**config.mk**
```make
export PLATFORM = sky130hd
export DESIGN_NAME = sdbg_tx
export DESIGN_NICKNAME = d
export VERILOG_FILES = /design/src/rtl/sdbg_pkg.sv /design/src/rtl/sdbg_sync.sv /design/src/rtl/sdbg_drive.sv /design/src/rtl/sdbg_tx.sv
export SDC_FILE = /design/constraint.sdc
export NUM_CORES = 1
export LEC_CHECK = 0
export CAP_MARGIN = 10
export CORE_MARGIN = 2
export CORE_UTILIZATION = 44
export CTS_BUF_LIST = sky130_fd_sc_hd__clkbuf_16
export CTS_CLUSTER_DIAMETER = 30
export DETAILED_ROUTE_END_ITERATION = 12
export PLACE_DENSITY = 0.65
export SLEW_MARGIN = 20
export SYNTH_ARGS = -nofsm -noshare
export SYNTH_HDL_FRONTEND = slang
export SYNTH_SLANG_ARGS = --single-unit
```
**constraint.sdc**
```tcl
create_clock -name clk -period 2.3 [get_ports clk]
set_input_delay 0.23 -clock clk [delete_from_list [all_inputs] [get_ports clk]]
set_output_delay 0.23 -clock clk [all_outputs]
set_load 0.05 [all_outputs]
```
**src/rtl/sdbg_pkg.sv**
```systemverilog
package sdbg_pkg;

    typedef enum logic [1:0] {
        ST_IDLE  = 2'd0,
        ST_ARMED = 2'd1,
        ST_RUN   = 2'd2,
        ST_DONE  = 2'd3
    } sdbg_state_e;

endpackage

```
**src/rtl/sdbg_sync.sv**
```systemverilog
module sdbg_sync #(
    parameter int STAGES = 2
) (
    input  logic clk,
    input  logic rst_n,
    input  logic line_i,
    output logic fall_o
);
    logic [STAGES-1:0] chain_q;
    logic              prev_q;

    always_ff @(posedge clk or negedge rst_n) begin
        if (!rst_n) begin
            chain_q <= '1;
            prev_q  <= 1'b1;
        end else begin
            chain_q <= {chain_q[STAGES-2:0], line_i};
            prev_q  <= chain_q[STAGES-1];
        end
    end

    assign fall_o = prev_q & ~chain_q[STAGES-1];

    // the edge pulse never lasts longer than one cycle
    assert_fall_single_R3: assert property (@(posedge clk) disable iff (!rst_n)
        fall_o |=> !fall_o);
endmodule

```
**src/rtl/sdbg_drive.sv**
```systemverilog
module sdbg_drive #(
    parameter int ONE_PULSE_AT = 7,
    parameter int ZERO_LOW     = 13,
    parameter int CNT_W        = 4
) (
    input  logic             active_i,
    input  logic             bit_i,
    input  logic [CNT_W-1:0] cnt_i,
    output logic             oe_o,
    output logic             level_o,
    output logic             last_o
);
    logic [CNT_W-1:0] pulse_at;
    logic             at_pulse;

    always_comb begin
        pulse_at = bit_i ? CNT_W'(ONE_PULSE_AT) : CNT_W'(ZERO_LOW);
        at_pulse = active_i && (cnt_i == pulse_at);
        oe_o     = at_pulse || (active_i && !bit_i && (cnt_i < pulse_at));
        level_o  = at_pulse;
        last_o   = at_pulse;
    end
endmodule

```
**src/rtl/sdbg_tx.sv**
```systemverilog
module sdbg_tx #(
    parameter int SYNC_STAGES  = 2,
    parameter int ONE_PULSE_AT = 7,
    parameter int ZERO_LOW     = 13,
    parameter int HOST_SAMPLE  = 10
) (
    input  logic clk,
    input  logic rst_n,
    input  logic line_i,
    input  logic load_i,
    input  logic bit_i,
    output logic line_oe_o,
    output logic line_level_o,
    output logic busy_o,
    output logic done_o
);
    import sdbg_pkg::*;

    localparam int MAX_CNT = (ZERO_LOW > ONE_PULSE_AT) ? ZERO_LOW : ONE_PULSE_AT;
    localparam int CNT_W   = $clog2(MAX_CNT + 1);

    typedef struct packed {
        sdbg_state_e      state;
        logic             bit_val;
        logic [CNT_W-1:0] cnt;
    } regs_t;

    regs_t r_q, r_d;
    logic  fall;
    logic  last;
    logic  run;

    sdbg_sync #(.STAGES(SYNC_STAGES)) u_sync (
        .clk    (clk),
        .rst_n  (rst_n),
        .line_i (line_i),
        .fall_o (fall)
    );

    assign run = (r_q.state == ST_RUN);

    sdbg_drive #(
        .ONE_PULSE_AT (ONE_PULSE_AT),
        .ZERO_LOW     (ZERO_LOW),
        .CNT_W        (CNT_W)
    ) u_drive (
        .active_i (run),
        .bit_i    (r_q.bit_val),
        .cnt_i    (r_q.cnt),
        .oe_o     (line_oe_o),
        .level_o  (line_level_o),
        .last_o   (last)
    );

    always_comb begin
        r_d = r_q;
        unique case (r_q.state)
            ST_IDLE: begin
                if (load_i) begin
                    r_d.state   = ST_ARMED;
                    r_d.bit_val = bit_i;
                end
            end
            ST_ARMED: begin
                if (fall) begin
                    r_d.state = ST_RUN;
                    r_d.cnt   = '0;
                end
            end
            ST_RUN: begin
                if (last) begin
                    r_d.state = ST_DONE;
                    r_d.cnt   = '0;
                end else begin
                    r_d.cnt = r_q.cnt + 1'b1;
                end
            end
            ST_DONE: r_d.state = ST_IDLE;
            default: r_d.state = ST_IDLE;
        endcase
    end

    always_ff @(posedge clk or negedge rst_n) begin
        if (!rst_n) begin
            r_q <= '{state: ST_IDLE, bit_val: 1'b0, cnt: '0};
        end else begin
            r_q <= r_d;
        end
    end

    assign busy_o = (r_q.state == ST_ARMED) || run;
    assign done_o = (r_q.state == ST_DONE);

    assert_load_ignored_R2: assert property (@(posedge clk) disable iff (!rst_n)
        (load_i && (busy_o || done_o)) |=> $stable(r_q.bit_val));

    assert_one_never_low_R4: assert property (@(posedge clk) disable iff (!rst_n)
        (run && r_q.bit_val) |-> !(line_oe_o && !line_level_o));

    assert_zero_low_at_sample_R5: assert property (@(posedge clk) disable iff (!rst_n)
        (run && !r_q.bit_val && r_q.cnt == CNT_W'(HOST_SAMPLE)) |-> (line_oe_o && !line_level_o));

    assert_done_after_busy_R6: assert property (@(posedge clk) disable iff (!rst_n)
        $rose(done_o) |-> (!busy_o && $past(busy_o)));

    assert_done_single_R6: assert property (@(posedge clk) disable iff (!rst_n)
        done_o |=> !done_o);

    assert_idle_no_drive_R7: assert property (@(posedge clk) disable iff (!rst_n)
        !busy_o |-> !line_oe_o);

    assert_pulse_one_cycle_R8: assert property (@(posedge clk) disable iff (!rst_n)
        (line_oe_o && line_level_o) |=> !line_oe_o);
endmodule

```
======== Word level (Yosys, flattened, before mapping) ========
Cells that the tools add are included.
storage, ports and cells
  flip-flop bits (word level) ............. 10
  input port bits ......................... 5
  output and inout bits ................... 4
  logic and storage cells ................. 35
cells by class
  add/subtract/negate cells ............... 1
  order comparisons ....................... 1
  equality and inequality tests ........... 7
  multiplexer cells ....................... 8
  bitwise logic cells ..................... 2
  reduce and logical (&&, ||, !) cells .... 11
operators by type and width
  cell                                            number
  2-to-1 mux 4 bit                                3
  case mux 2 bit (4 select lines)                 1
  case mux 4 bit (2 select lines)                 1
  inequality test 2 bit (second input constant)   3
  adder 4 x 1 -> 4 bit (second input constant)    1
  == test 2 bit (second input constant)           2
  == test 4 bit                                   1
  less-than comparator 4 bit                      1
  2-to-1 mux 2 bit                                2
  AND reduction 2 bit                             2
  logical AND 1 bit                               3
  2-to-1 mux 3 bit                                1
  AND reduction 3 bit                             1
  == test 2 x 1 -> 1 bit (second input constant)  1
  zero test 2 bit                                 1
  logical OR 1 bit                                2
  nonzero test 2 bit                              1
  bitwise AND 1 bit                               1
  zero test 1 bit                                 1
  NOT 1 bit                                       1

======== Longest topological paths before layout ========
Gate-level depths: netlist (run 1).
  depth in word-level cells ............... 5
  mapped depth ............................ 5
  mapped depth without buffers ............ 5

======== Cells and area by module ========
From an unflattened synthesis (run 1), not the netlist that was laid out.
unflattened totals
  cell total of the unflattened synthesis .. 55
  area, all modules ....................... 640.6 um2
by module, submodules not included
  module      instances  cells each  area an instance (um2)  sequential area each (um2)
  sdbg_tx     1          42          470.5                   175.2
  sdbg_sync   1          4           92.6                    78.8
  sdbg_drive  1          9           77.6                    0.0

======== Least setup slack after synthesis (run 1) ========
No wires, ideal clock.
  kind .................................... flip-flop to output port
  start ................................... reg r_q[3] (netlist bit)
  end ..................................... out line_oe_o
  arrival ................................. 1.782 ns
  setup slack ............................. 0.288 ns
  stages on the path, launching flop included .. 4
  buffers on the path ..................... 0
  cells stage by stage .................... dfrtp_1 -> ha_1 -> a311o_1 -> a21oi_1
between the ends
  longest elaborated chain between the ends .. 3
  elaborated cells between the ends (all ways) .. 5
  classes of those cells .................. order compare: 1; eq/ne: 1; reduce/logical: 3
RTL lines
  element                                                             line                                text
  from (decl)                                                         sdbg_tx.sv:28                       regs_t r_q, r_d;
  from (signal assigned)                                              sdbg_tx.sv:85                       r_q <= '{state: ST_IDLE, bit_val: 1'b0, cnt: '0};
  from (signal assigned)                                              sdbg_tx.sv:87                       r_q <= r_d;
  less-than comparator 4 bit / == test 4 bit (equally long branches)  sdbg_drive.sv:19, sdbg_drive.sv:18
  logical AND 1 bit (on tied branches)                                sdbg_drive.sv:19, sdbg_drive.sv:18
  logical OR 1 bit *                                                  sdbg_drive.sv:19                    oe_o = at_pulse || (active_i && !bit_i && (cnt_i < pulse_at));
  to (decl)                                                           sdbg_tx.sv:12                       output logic line_oe_o,
Mark *: on every way between the ends. The rest lies on a longest branch, timed or not.

======== Final worst setup path (run 1) ========
  start ................................... reg r_q[6] (netlist bit)
  end ..................................... out busy_o
between the ends
  longest elaborated chain between the ends .. 2
  elaborated cells between the ends (all ways) .. 3
  classes of those cells .................. eq/ne: 2; reduce/logical: 1
RTL lines
  element                                                         line                          text
  == test 2 x 1 -> 1 bit / == test 2 bit (equally long branches)  sdbg_tx.sv:91, sdbg_tx.sv:40
  logical OR 1 bit *                                              sdbg_tx.sv:91                 assign busy_o = (r_q.state == ST_ARMED) || run;
  to (decl)                                                       sdbg_tx.sv:14                 output logic busy_o,
Marks and branches as above.

==> flow_summary.yaml, run 1 <==
outcome:
  status: "finished, final reports clean"
sta:
  finalClockSkew_ns: 0.00522
  final_max_slew_viol_count: 0
  hold_violations: 0
  rsz0062_at_grt: "no"
  min_period_over_period_pct: 89.1
  fin_setup_tns_ns: 0
  relSlewSlack_pct: 67.2
  setup_slack_ns: 0.250
  fmax_mhz: 488
  finalSetupViolCount: 0
  post-route-min-period_ns: 2.05
  worst_pin_slew_ns: 0.490
clock_tree:
  cts_made_buffers: 3
  cts_tree: "built"
  clock_path_buffers: 2
  clock-sinks: 10
  cts-resized-gates: 0
  cts_setup_buffers: 0
  clkTransAtPathRegs_ns: 0.04
  postCtsHoldBufs: 0
  root_buffer: "clkbuf_16"
  insertion_delay_ns: 0.24
  htree_levels: 1
drt:
  drc: 0
  avgViaCountPerCell: 5.38
  wirelength_microns: 1050
  firstDrtPassIters: 4
  num_vias: 425
  drt_iter0_drc: 7
  wl_per_cell_microns: 13.3
  ant_nets: 0
synth:
  syn_avg_cell_area_sq_um: 11.5
  ys_ff_latch: 10
  syn_inst: 52
  synth-seq-area-share_pct: 42.5
  synth_warnings: 0
  syn-cell-area_sq_um: 598
  syn_nets: 65
  synthDistinctLibCells: 22
worst_setup_path:
  cp_max_fo: 4
  worstPathCellList: "inv_1 -> ha_1 -> clkdlybuf4s50_1"
  slowest_delay_ns: 0.80
  r2r_cells: 5
  critPathLaunchType: "flop"
  slowest_stage: "clkdlybuf4s50_1"
  worstPathRequired_ns: 2.07
  r2r-start: "r_q[4]$_DFFE_PN0P_"
  crit_path_end_kind: "primary output"
  r2r-end: "r_q[6]$_DFFE_PN0P_"
  worstPathArrival_ns: 1.82
  r2r_setup_slack_ns: 0.56
  crit_type: "reg -> out"
floorplan:
  core_area_sq_um: 1280
  pin_count: 9
  start_util_pct: 46.5
  fp.dieW_microns: 40.9
  die_y_microns: 40.9
  placementRows: 13
  die_area_sq_um: 1670
placed_design:
  io_buffer_count: 8
  dp_worst_setup_slack_ns: 0.502
  dp.cells: 75
  place_area_sq_um: 704
  hpwl_microns: 800
  gp_congestion: 0.700
pwr:
  p_sw_mw: 0.516
  peakVddDrop_uv: 976
  leakage_nw: 0.348
  power_frac_comb_pct: 50.6
  power_mw: 1.26
  power.density_nw_per_um2: 1610
  p_sw_share_pct: 40.9
  power.share.clock_pct: 24.4
  pwr-share-seq_pct: 25.1
  intPower_mw: 0.746
cells_and_area:
  final_area_sq_um: 783
  n_fill_cell: 101
  final_common_cell: "ha_1"
  antenna_cells: 0
  drive_above_1_share_pct: 17.2
  final_cell_mix: "ha_1 (8), inv_1 (7), dfrtp_1 (7), clkdlybuf4s50_1 (6), o211ai_1 (5)"
  area_growth_pct: 31.0
  fin_cells: 79
  multiInputGateArea_sq_um: 318
  regArea_sq_um: 254
  fin_nets: 78
global_route:
  antenna_found_initial: 0
  grt_pass1_wl_microns: 1730
  grt_max_degree: 11
  grt-ovfl-total: 0
  grt.total_usage_pct: 16.9
  grt_pass1_vias: 396
flow_run:
  cap_violations: 0
hold_path:
  hp-class: "in -> async"
## cells by family (layout without fill, tap and decap cells)
kind of cell / after synthesis / count (layout) / synth area share, %
adders and majority gates: 8 / 8 / 16.7
muxes: 5 / 5 / 9.00
DFF: 10 / 10 / 42.5
AOI/OAI and AO/OA: 11 / 11 / 14.0
and+or+nand+nor: 11 / 11 / 13.4
buffers and inverters: 7 / 19 / 4.39
## registers in the layout (all words and copies together) (netlist names)
signal          count
u_sync.chain_q      2
u_sync.prev_q       1
r_q                 7
## cell usage after synthesis
| master | instances | area, sq um |
|---|---|---|
| a21boi_0 | 1 | 7.51 |
| a21oi_1 | 2 | 10.0 |
| a222oi_1 | 1 | 10.0 |
| a311o_1 | 1 | 10.0 |
| dfrtp_1 | 7 | 175 |
| dfstp_2 | 3 | 78.8 |
| ha_1 | 8 | 100 |
| inv_1 | 7 | 26.3 |
| mux2_1 | 1 | 11.3 |
| mux2_2 | 2 | 22.5 |
| mux2i_1 | 2 | 20.0 |
| nand2_1 | 1 | 3.75 |
| nand2b_1 | 3 | 18.8 |
| nand3_1 | 1 | 5.00 |
| nand4_1 | 1 | 6.26 |
| nand4_4 | 1 | 21.3 |
| nand4b_1 | 1 | 8.76 |
| nor2_1 | 1 | 3.75 |
| nor2b_1 | 1 | 6.26 |
| o211ai_1 | 5 | 37.5 |
| o2bb2ai_1 | 1 | 8.76 |
| or2_0 | 1 | 6.26 |
## per-layer routing
metal  vias to the layer above  share of wire (%)  wire length, microns  GRT usage, %
met4                         0               0.96                    10          7.50
met5                         -                  0                     0             0
li1                        213                  -                     -             -
met1                       196                 49                   511          20.8
met2                        12                 44                   462          24.6
met3                         4                5.9                    62          8.15
## how the worst max path moves through the flow
stage | start | endpoint | cells after the start
after floorplan | r_q[3]$_DFFE_PN0P_ | line_oe_o | 3
after global placement | r_q[6]$_DFFE_PN0P_ | busy_o | 3
after detailed placement | r_q[6]$_DFFE_PN0P_ | busy_o | 3
after CTS | r_q[6]$_DFFE_PN0P_ | busy_o | 3
after global routing | r_q[6]$_DFFE_PN0P_ | busy_o | 3
final | r_q[6]$_DFFE_PN0P_ | busy_o | 3
## power groups by stage
stage	combinational, mW	sequential [mW]	clock [mW]
after global placement	0.634	0.317	0
after global routing	0.695	0.326	0.325
after CTS	0.640	0.316	0.311
after detailed placement	0.636	0.317	0
final	0.638	0.317	0.307
after floorplan	0.487	0.300	0
## area by class of cell
class                           count  area share, %
Multi-Input combinational cell     35           40.6
Clock inverter                      1          0.479
Sequential cell                    10           32.4
Inverter                            7           3.35
Tap cell                           15           2.40
Clock buffer                        3           9.58
Timing Repair Buffer                8           11.2
## worst max-delay path, delay by kind of cell (launching register included)
kind       cells  cell delay (ns)
fa+ha+maj      1             0.30
flops          1             0.39
buf+inv        2             0.90
## through the flow
step,hold WS (ns),util [%]
2_1_floorplan,-0.0656,-
3_3_place_gp,0.349,54.8
5_1_grt,0.359,61.0
4_1_cts,0.338,61.0
3_5_place_dp,0.349,54.8
6_report,0.318,61.0
(Power assumes the default switching activity.)
==> run 2, diff against run 1 <==
- HOLD_SLACK_MARGIN: unset -> 0.06
==> results of run 2 <==
Final layout, timing and power as in run 1 (identical DEF).
